**config.mk**
```make
export PLATFORM = sky130hd
export DESIGN_NAME = exc_seq
export DESIGN_NICKNAME = d
export VERILOG_FILES = /design/src/rtl/exc_pkg.sv /design/src/rtl/exc_sr_mod.sv /design/src/rtl/exc_port_mux.sv /design/src/rtl/exc_seq.sv
export SDC_FILE = /design/constraint.sdc
export NUM_CORES = 1
export LEC_CHECK = 0
export CAP_MARGIN = 20
export CORE_MARGIN = 1
export CORE_UTILIZATION = 30
export CTS_BUF_LIST = sky130_fd_sc_hd__clkbuf_16
export CTS_CLUSTER_DIAMETER = 120
export DETAILED_ROUTE_END_ITERATION = 8
export SLEW_MARGIN = 40
export SYNTH_ARGS = -nofsm -noshare
export SYNTH_HDL_FRONTEND = slang
export SYNTH_SLANG_ARGS = --single-unit
```
**constraint.sdc**
```tcl
create_clock -name clk -period 2.9 [get_ports clk]
set_clock_uncertainty 0.1 [all_clocks]
set_input_delay 0.58 -clock clk [delete_from_list [all_inputs] [get_ports clk]]
set_output_delay 0.58 -clock clk [all_outputs]
set_load 0.1 [all_outputs]
```
**src/rtl/exc_pkg.sv**
```systemverilog
package exc_pkg;
  localparam int AW = 32;
  localparam int DW = 16;
  localparam int VW = 8;
  localparam int LW = 3;

  typedef enum logic [3:0] {
    ST_IDLE, ST_PUSH_PCL, ST_PUSH_PCH, ST_PUSH_SR,
    ST_VEC_HI, ST_VEC_LO, ST_POP_SR, ST_POP_PCH, ST_POP_PCL
  } seq_state_t;

  // status word on entry: trace off, supervisor on, mask only for interrupts
  function automatic logic [DW-1:0] sr_on_entry(input logic [DW-1:0] sr,
                                                input logic irq,
                                                input logic [LW-1:0] lvl);
    logic [DW-1:0] r;
    r = sr;
    r[15] = 1'b0;
    r[13] = 1'b1;
    if (irq) r[10:8] = lvl;
    return r;
  endfunction

  function automatic logic [AW-1:0] vec_to_addr(input logic [VW-1:0] vn);
    return {{(AW-VW-2){1'b0}}, vn, 2'b00};
  endfunction
endpackage

```
**src/rtl/exc_sr_mod.sv**
```systemverilog
module exc_sr_mod
  import exc_pkg::*;
(
  input  logic [DW-1:0] sr_in,
  input  logic          irq,
  input  logic [LW-1:0] lvl,
  output logic [DW-1:0] sr_out
);
  assign sr_out = sr_on_entry(sr_in, irq, lvl);
endmodule

```
**src/rtl/exc_port_mux.sv**
```systemverilog
module exc_port_mux
  import exc_pkg::*;
(
  input  seq_state_t    state,
  input  logic [AW-1:0] sp,
  input  logic [AW-1:0] vaddr,
  input  logic [31:0]   pc_save,
  input  logic [DW-1:0] sr_save,
  output logic          req,
  output logic          we,
  output logic [AW-1:0] addr,
  output logic [DW-1:0] wdata
);
  localparam logic [AW-1:0] STEP = AW'(2);

  always_comb begin
    req   = 1'b1;
    we    = 1'b0;
    addr  = sp;
    wdata = '0;
    unique case (state)
      ST_PUSH_PCL: begin we = 1'b1; addr = sp - STEP; wdata = pc_save[15:0];  end
      ST_PUSH_PCH: begin we = 1'b1; addr = sp - STEP; wdata = pc_save[31:16]; end
      ST_PUSH_SR:  begin we = 1'b1; addr = sp - STEP; wdata = sr_save;        end
      ST_VEC_HI:   addr = vaddr;
      ST_VEC_LO:   addr = vaddr + STEP;
      ST_POP_SR, ST_POP_PCH, ST_POP_PCL: addr = sp;
      default:     req = 1'b0;
    endcase
  end
endmodule

```
**src/rtl/exc_seq.sv**
```systemverilog
module exc_seq
  import exc_pkg::*;
(
  input  logic          clk,
  input  logic          rst_n,
  input  logic          start_i,
  input  logic          ret_i,
  input  logic [7:0]    vec_i,
  input  logic          irq_i,
  input  logic [2:0]    lvl_i,
  input  logic [15:0]   sr_i,
  input  logic [31:0]   pc_i,
  input  logic [31:0]   sp_i,
  output logic          mem_req_o,
  output logic          mem_we_o,
  output logic [31:0]   mem_addr_o,
  output logic [15:0]   mem_wdata_o,
  input  logic [15:0]   mem_rdata_i,
  input  logic          mem_ack_i,
  output logic [15:0]   sr_o,
  output logic [31:0]   pc_o,
  output logic [31:0]   sp_o,
  output logic          busy_o,
  output logic          done_o
);
  localparam logic [AW-1:0] STEP = AW'(2);

  seq_state_t    state;
  logic [DW-1:0] sr_q, sr_save, sr_new;
  logic [31:0]   pc_q, pc_save;
  logic [AW-1:0] sp_q, vaddr_q;
  logic [DW-1:0] hi_q;
  logic          done_q;

  // named events for the checker
  logic entry_go, exit_go, acc_done;
  assign entry_go = (state == ST_IDLE) && start_i;
  assign exit_go  = (state == ST_IDLE) && !start_i && ret_i;
  assign acc_done = mem_req_o && mem_ack_i;

  exc_sr_mod u_sr (.sr_in(sr_i), .irq(irq_i), .lvl(lvl_i), .sr_out(sr_new));

  exc_port_mux u_mux (
    .state(state), .sp(sp_q), .vaddr(vaddr_q), .pc_save(pc_save),
    .sr_save(sr_save), .req(mem_req_o), .we(mem_we_o),
    .addr(mem_addr_o), .wdata(mem_wdata_o)
  );

  always_ff @(posedge clk or negedge rst_n) begin
    if (!rst_n) begin
      state   <= ST_IDLE;
      sr_q    <= '0;
      sr_save <= '0;
      pc_q    <= '0;
      pc_save <= '0;
      sp_q    <= '0;
      vaddr_q <= '0;
      hi_q    <= '0;
      done_q  <= 1'b0;
    end else begin
      done_q <= 1'b0;
      unique case (state)
        ST_IDLE: begin
          if (entry_go) begin
            sr_save <= sr_i;
            sr_q    <= sr_new;
            pc_save <= pc_i;
            sp_q    <= sp_i;
            vaddr_q <= vec_to_addr(vec_i);
            state   <= ST_PUSH_PCL;
          end else if (exit_go) begin
            sp_q  <= sp_i;
            state <= ST_POP_SR;
          end
        end
        ST_PUSH_PCL: if (acc_done) begin sp_q <= sp_q - STEP; state <= ST_PUSH_PCH; end
        ST_PUSH_PCH: if (acc_done) begin sp_q <= sp_q - STEP; state <= ST_PUSH_SR;  end
        ST_PUSH_SR:  if (acc_done) begin sp_q <= sp_q - STEP; state <= ST_VEC_HI;   end
        ST_VEC_HI:   if (acc_done) begin hi_q <= mem_rdata_i; state <= ST_VEC_LO;   end
        ST_VEC_LO: if (acc_done) begin
          pc_q   <= {hi_q, mem_rdata_i};
          done_q <= 1'b1;
          state  <= ST_IDLE;
        end
        ST_POP_SR: if (acc_done) begin
          sr_q <= mem_rdata_i; sp_q <= sp_q + STEP; state <= ST_POP_PCH;
        end
        ST_POP_PCH: if (acc_done) begin
          hi_q <= mem_rdata_i; sp_q <= sp_q + STEP; state <= ST_POP_PCL;
        end
        ST_POP_PCL: if (acc_done) begin
          pc_q   <= {hi_q, mem_rdata_i};
          sp_q   <= sp_q + STEP;
          done_q <= 1'b1;
          state  <= ST_IDLE;
        end
        default: state <= ST_IDLE;
      endcase
    end
  end

  assign sr_o   = sr_q;
  assign pc_o   = pc_q;
  assign sp_o   = sp_q;
  assign busy_o = (state != ST_IDLE);
  assign done_o = done_q;
endmodule

```
==> results.md <==
- # placed instances: about 1600
- Final HPWL DP: 22900 um
- Worst reg2reg path startpoint: sp_o[1]
- Syn Nets: 1095
- Slew Limit Fails: 0
- Core area: between 20000 and 30000 um^2
- Layout cells sized above 1: between 40% and 50%
- Total track usage: around 22%
- Vias: roughly 8800
- Num CTS Buffers: 17
- Iter 0 DRT Violations: about 700
- Syn Std Cell Area: roughly 8800 um^2
- Max_slew headroom: between 50% and 60%
- Worst Path Max Fanout: 3
- Layout Cells excl Fill: about 1700
- Worst reg2reg path depth: 9
- Post-Route WL: roughly 32000 um
- IO Count: 245
- Die extent in x: 173 um
- Growth of design area from synthesis to finish: 66.1%
- Max_cap viols: 0
- FF-to-FF setup slack: 0.20 ns
- Pin count of the biggest net entering global routing: 57
- CTS tree: built
- Clock Sinks: roughly 160
- Initial antenna violation count: 0
- RSZ-0062 raised after global routing: true
- # rows: just over 60
- Status: complete, but fails checks
- # diodes: 0
- Root Buffer: clkbuf_16
- Failing checks: negative setup slack
- Chip height: 173 um
- Setup TNS: -7.29 ns
- First-pass GRT wire length: ~50000 um
- Reg2reg end: sp_o[26]
- Final Hold Viols: 0
- First drt pass iteration count: 5
- IO Port Bufs: between 200 and 250
- Number of global-route vias before repair: between 8000 and 9000
- Yosys warnings: 0
- Syn Area/Cell: ~9 um^2
- Ys flop type: dfrtp_1
- Critical path required time: about 2.2 ns
- Synth cell types: 67
- Setup WS post-layout: -0.535 ns
- Synth async-reset ratio: between 90% and 100%
- Finish-stage setup viols: 27
- Clock Latency Late Sink: about 0.43 ns
- Synth top area share: 44.8%
- Setup CP Type: flip-flop to primary output
- Synth area leader: dfrtp_1
- Startpoint types: flip-flop
- HP Class: input pin to asynchronous set/reset pin
- Seq/Total Area, Yosys: between 40% and 50%
- Synth cell count leaders: nand2_1, dfrtp_1, mux2_2
- Worst Max-Slew Pin Slew: 0.696 ns
- Clock Path Buffers: 2
- Remaining DRCs: 0
- Worst setup EP type: primary output
- Yosys reg bits: ~160
- WP data arrival: ~2.8 ns
- H-tree level count: 4
- Util after Layout: about half
- Drt wl/cell: 19.0 um
- Minimum clock period: 3.43 ns
- Dominant cell by count in the synthesized netlist: nand2_1
- Final Cycle Share: 118%
- Nets@finish: between 1000 and 1500
- Initial core utilization: between 30% and 40%
- Mapped Cells: a little under 1000
- Largest cells by area after synthesis: dfrtp_1, mux2_2, nand2_1
- Vias per cell: 5.18
- DRT antenna net count: 0
- Gr ovfl total: 0
- Routability cong.: slightly below 0.9
- Clock transition at path regs: around 0.070 ns
- Die Area: between 20000 and 30000 um^2
- FMAX: around 0.29 GHz
- Number of synthesized flops with an enable pin: 0
==> worst max-delay path, stage by stage, from the launching register on <==
cell	delay [ns]
dfrtp_4	0.48
or3_4	0.33
or3_4	0.35
or4_4	0.45
o31a_1	0.27
o21ai_2	0.22
nand2_4	0.07
buf_12	0.16
==> layout by cell type, fill, tap and decap left out, types with 6 or more instances in the layout <==
cell type and instances:
nor2_2 11, o21ai_0 64, nand2_1 156, a22oi_1 21
a21oi_2 14, nor2_1 48, nor2_4 16, buf_12 61
nor3_4 6, dfrtp_2 10, o21ai_2 8, nor4_4 6
mux2_2 90, nand2_4 7, inv_1 10, and3_1 8
nor3_1 17, nor4_1 6, or3_1 7, dfrtp_4 10
mux2i_1 18, buf_6 20, clkbuf_16 18, and2_1 7
o21ai_1 8, nand4_1 9, o21ai_4 9, buf_4 189
nand2_2 9, dfrtp_1 137, clkdlybuf4s50_1 111, inv_8 9
a21oi_1 40, nand3_1 13, o221ai_1 9, a31oi_1 10
==> kinds of logic after synthesis <==
logic type,after synthesis,share of synthesized area [%]
flops,157,44.8
mux,108,13.6
fa+ha+maj,2,0.285
buf+inv,92,4.16
xor+xnor,3,0.299
simple gates,367,19.1
compound gates,251,17.8
==> final cells by class <==
class	instances	area (um^2)
sequential	157	3980
fill	2605	14100
timing repair buffer	385	4040
clock buffer	17	425
inverter	13	61.3
multi-input combinational	732	5400
tap	384	480
clock inverter	15	193
==> metrics by stage <==
step	hold WS, ns	instance area [um^2]	worst slack, ns
global placement	0.346	13100	-0.0748
detailed placement	0.350	13100	-0.0931
finish	0.0204	14600	-0.535
global route	0.0503	14600	-0.650
floorplan	0.184	9400	-0.667
CTS	0.0385	14200	-0.564
==> state kept, by name (all words and copies together), names as in the netlist <==
signal / count
pc_o: 32
pc_save: 32
sp_o: 32
hi_q: 16
sr_o: 16
sr_save: 16
vaddr_q: 8
state: 4
done_o: 1
==> worst max-delay path by stage <==
| stage | from | depth (start not counted) | end | slack (ns) |
|---|---|---|---|---|
| 2_1_floorplan | sp_o[18] | 6 | mem_addr_o[30] | -0.67 |
| 3_3_place_gp | sp_o[18] | 7 | mem_addr_o[31] | -0.07 |
| 3_5_place_dp | sp_o[18] | 7 | mem_addr_o[31] | -0.09 |
| 4_1_cts | sp_o[18] | 7 | mem_addr_o[31] | -0.56 |
| 5_1_grt | sp_o[1] | 9 | mem_addr_o[31] | -0.65 |
| 6_report | sp_o[18] | 7 | mem_addr_o[31] | -0.53 |
==> routing by layer <==
| metal | up-vias | GRT usage, % | wire length, um |
|---|---|---|---|
| met5 | - | 0 | 0 |
| met4 | 0 | 7.78 | 696 |
| met3 | 45 | 3.74 | 1660 |
| met2 | 272 | 34.8 | 15600 |
| met1 | 4317 | 29.2 | 14300 |
| li1 | 4193 | - | - |
==> repair_timing <==
item,in CTS,in global routing
setup endpoints to repair,32,40
setup buffers,23,26
gates resized for setup,75,50
pin swaps,29,41
hold buffers,0,0
gates cloned,0,1
Power is left out: the tool's default activity adds up to more than one toggle a clock period on the data nets, which glitch-free logic cannot reach.
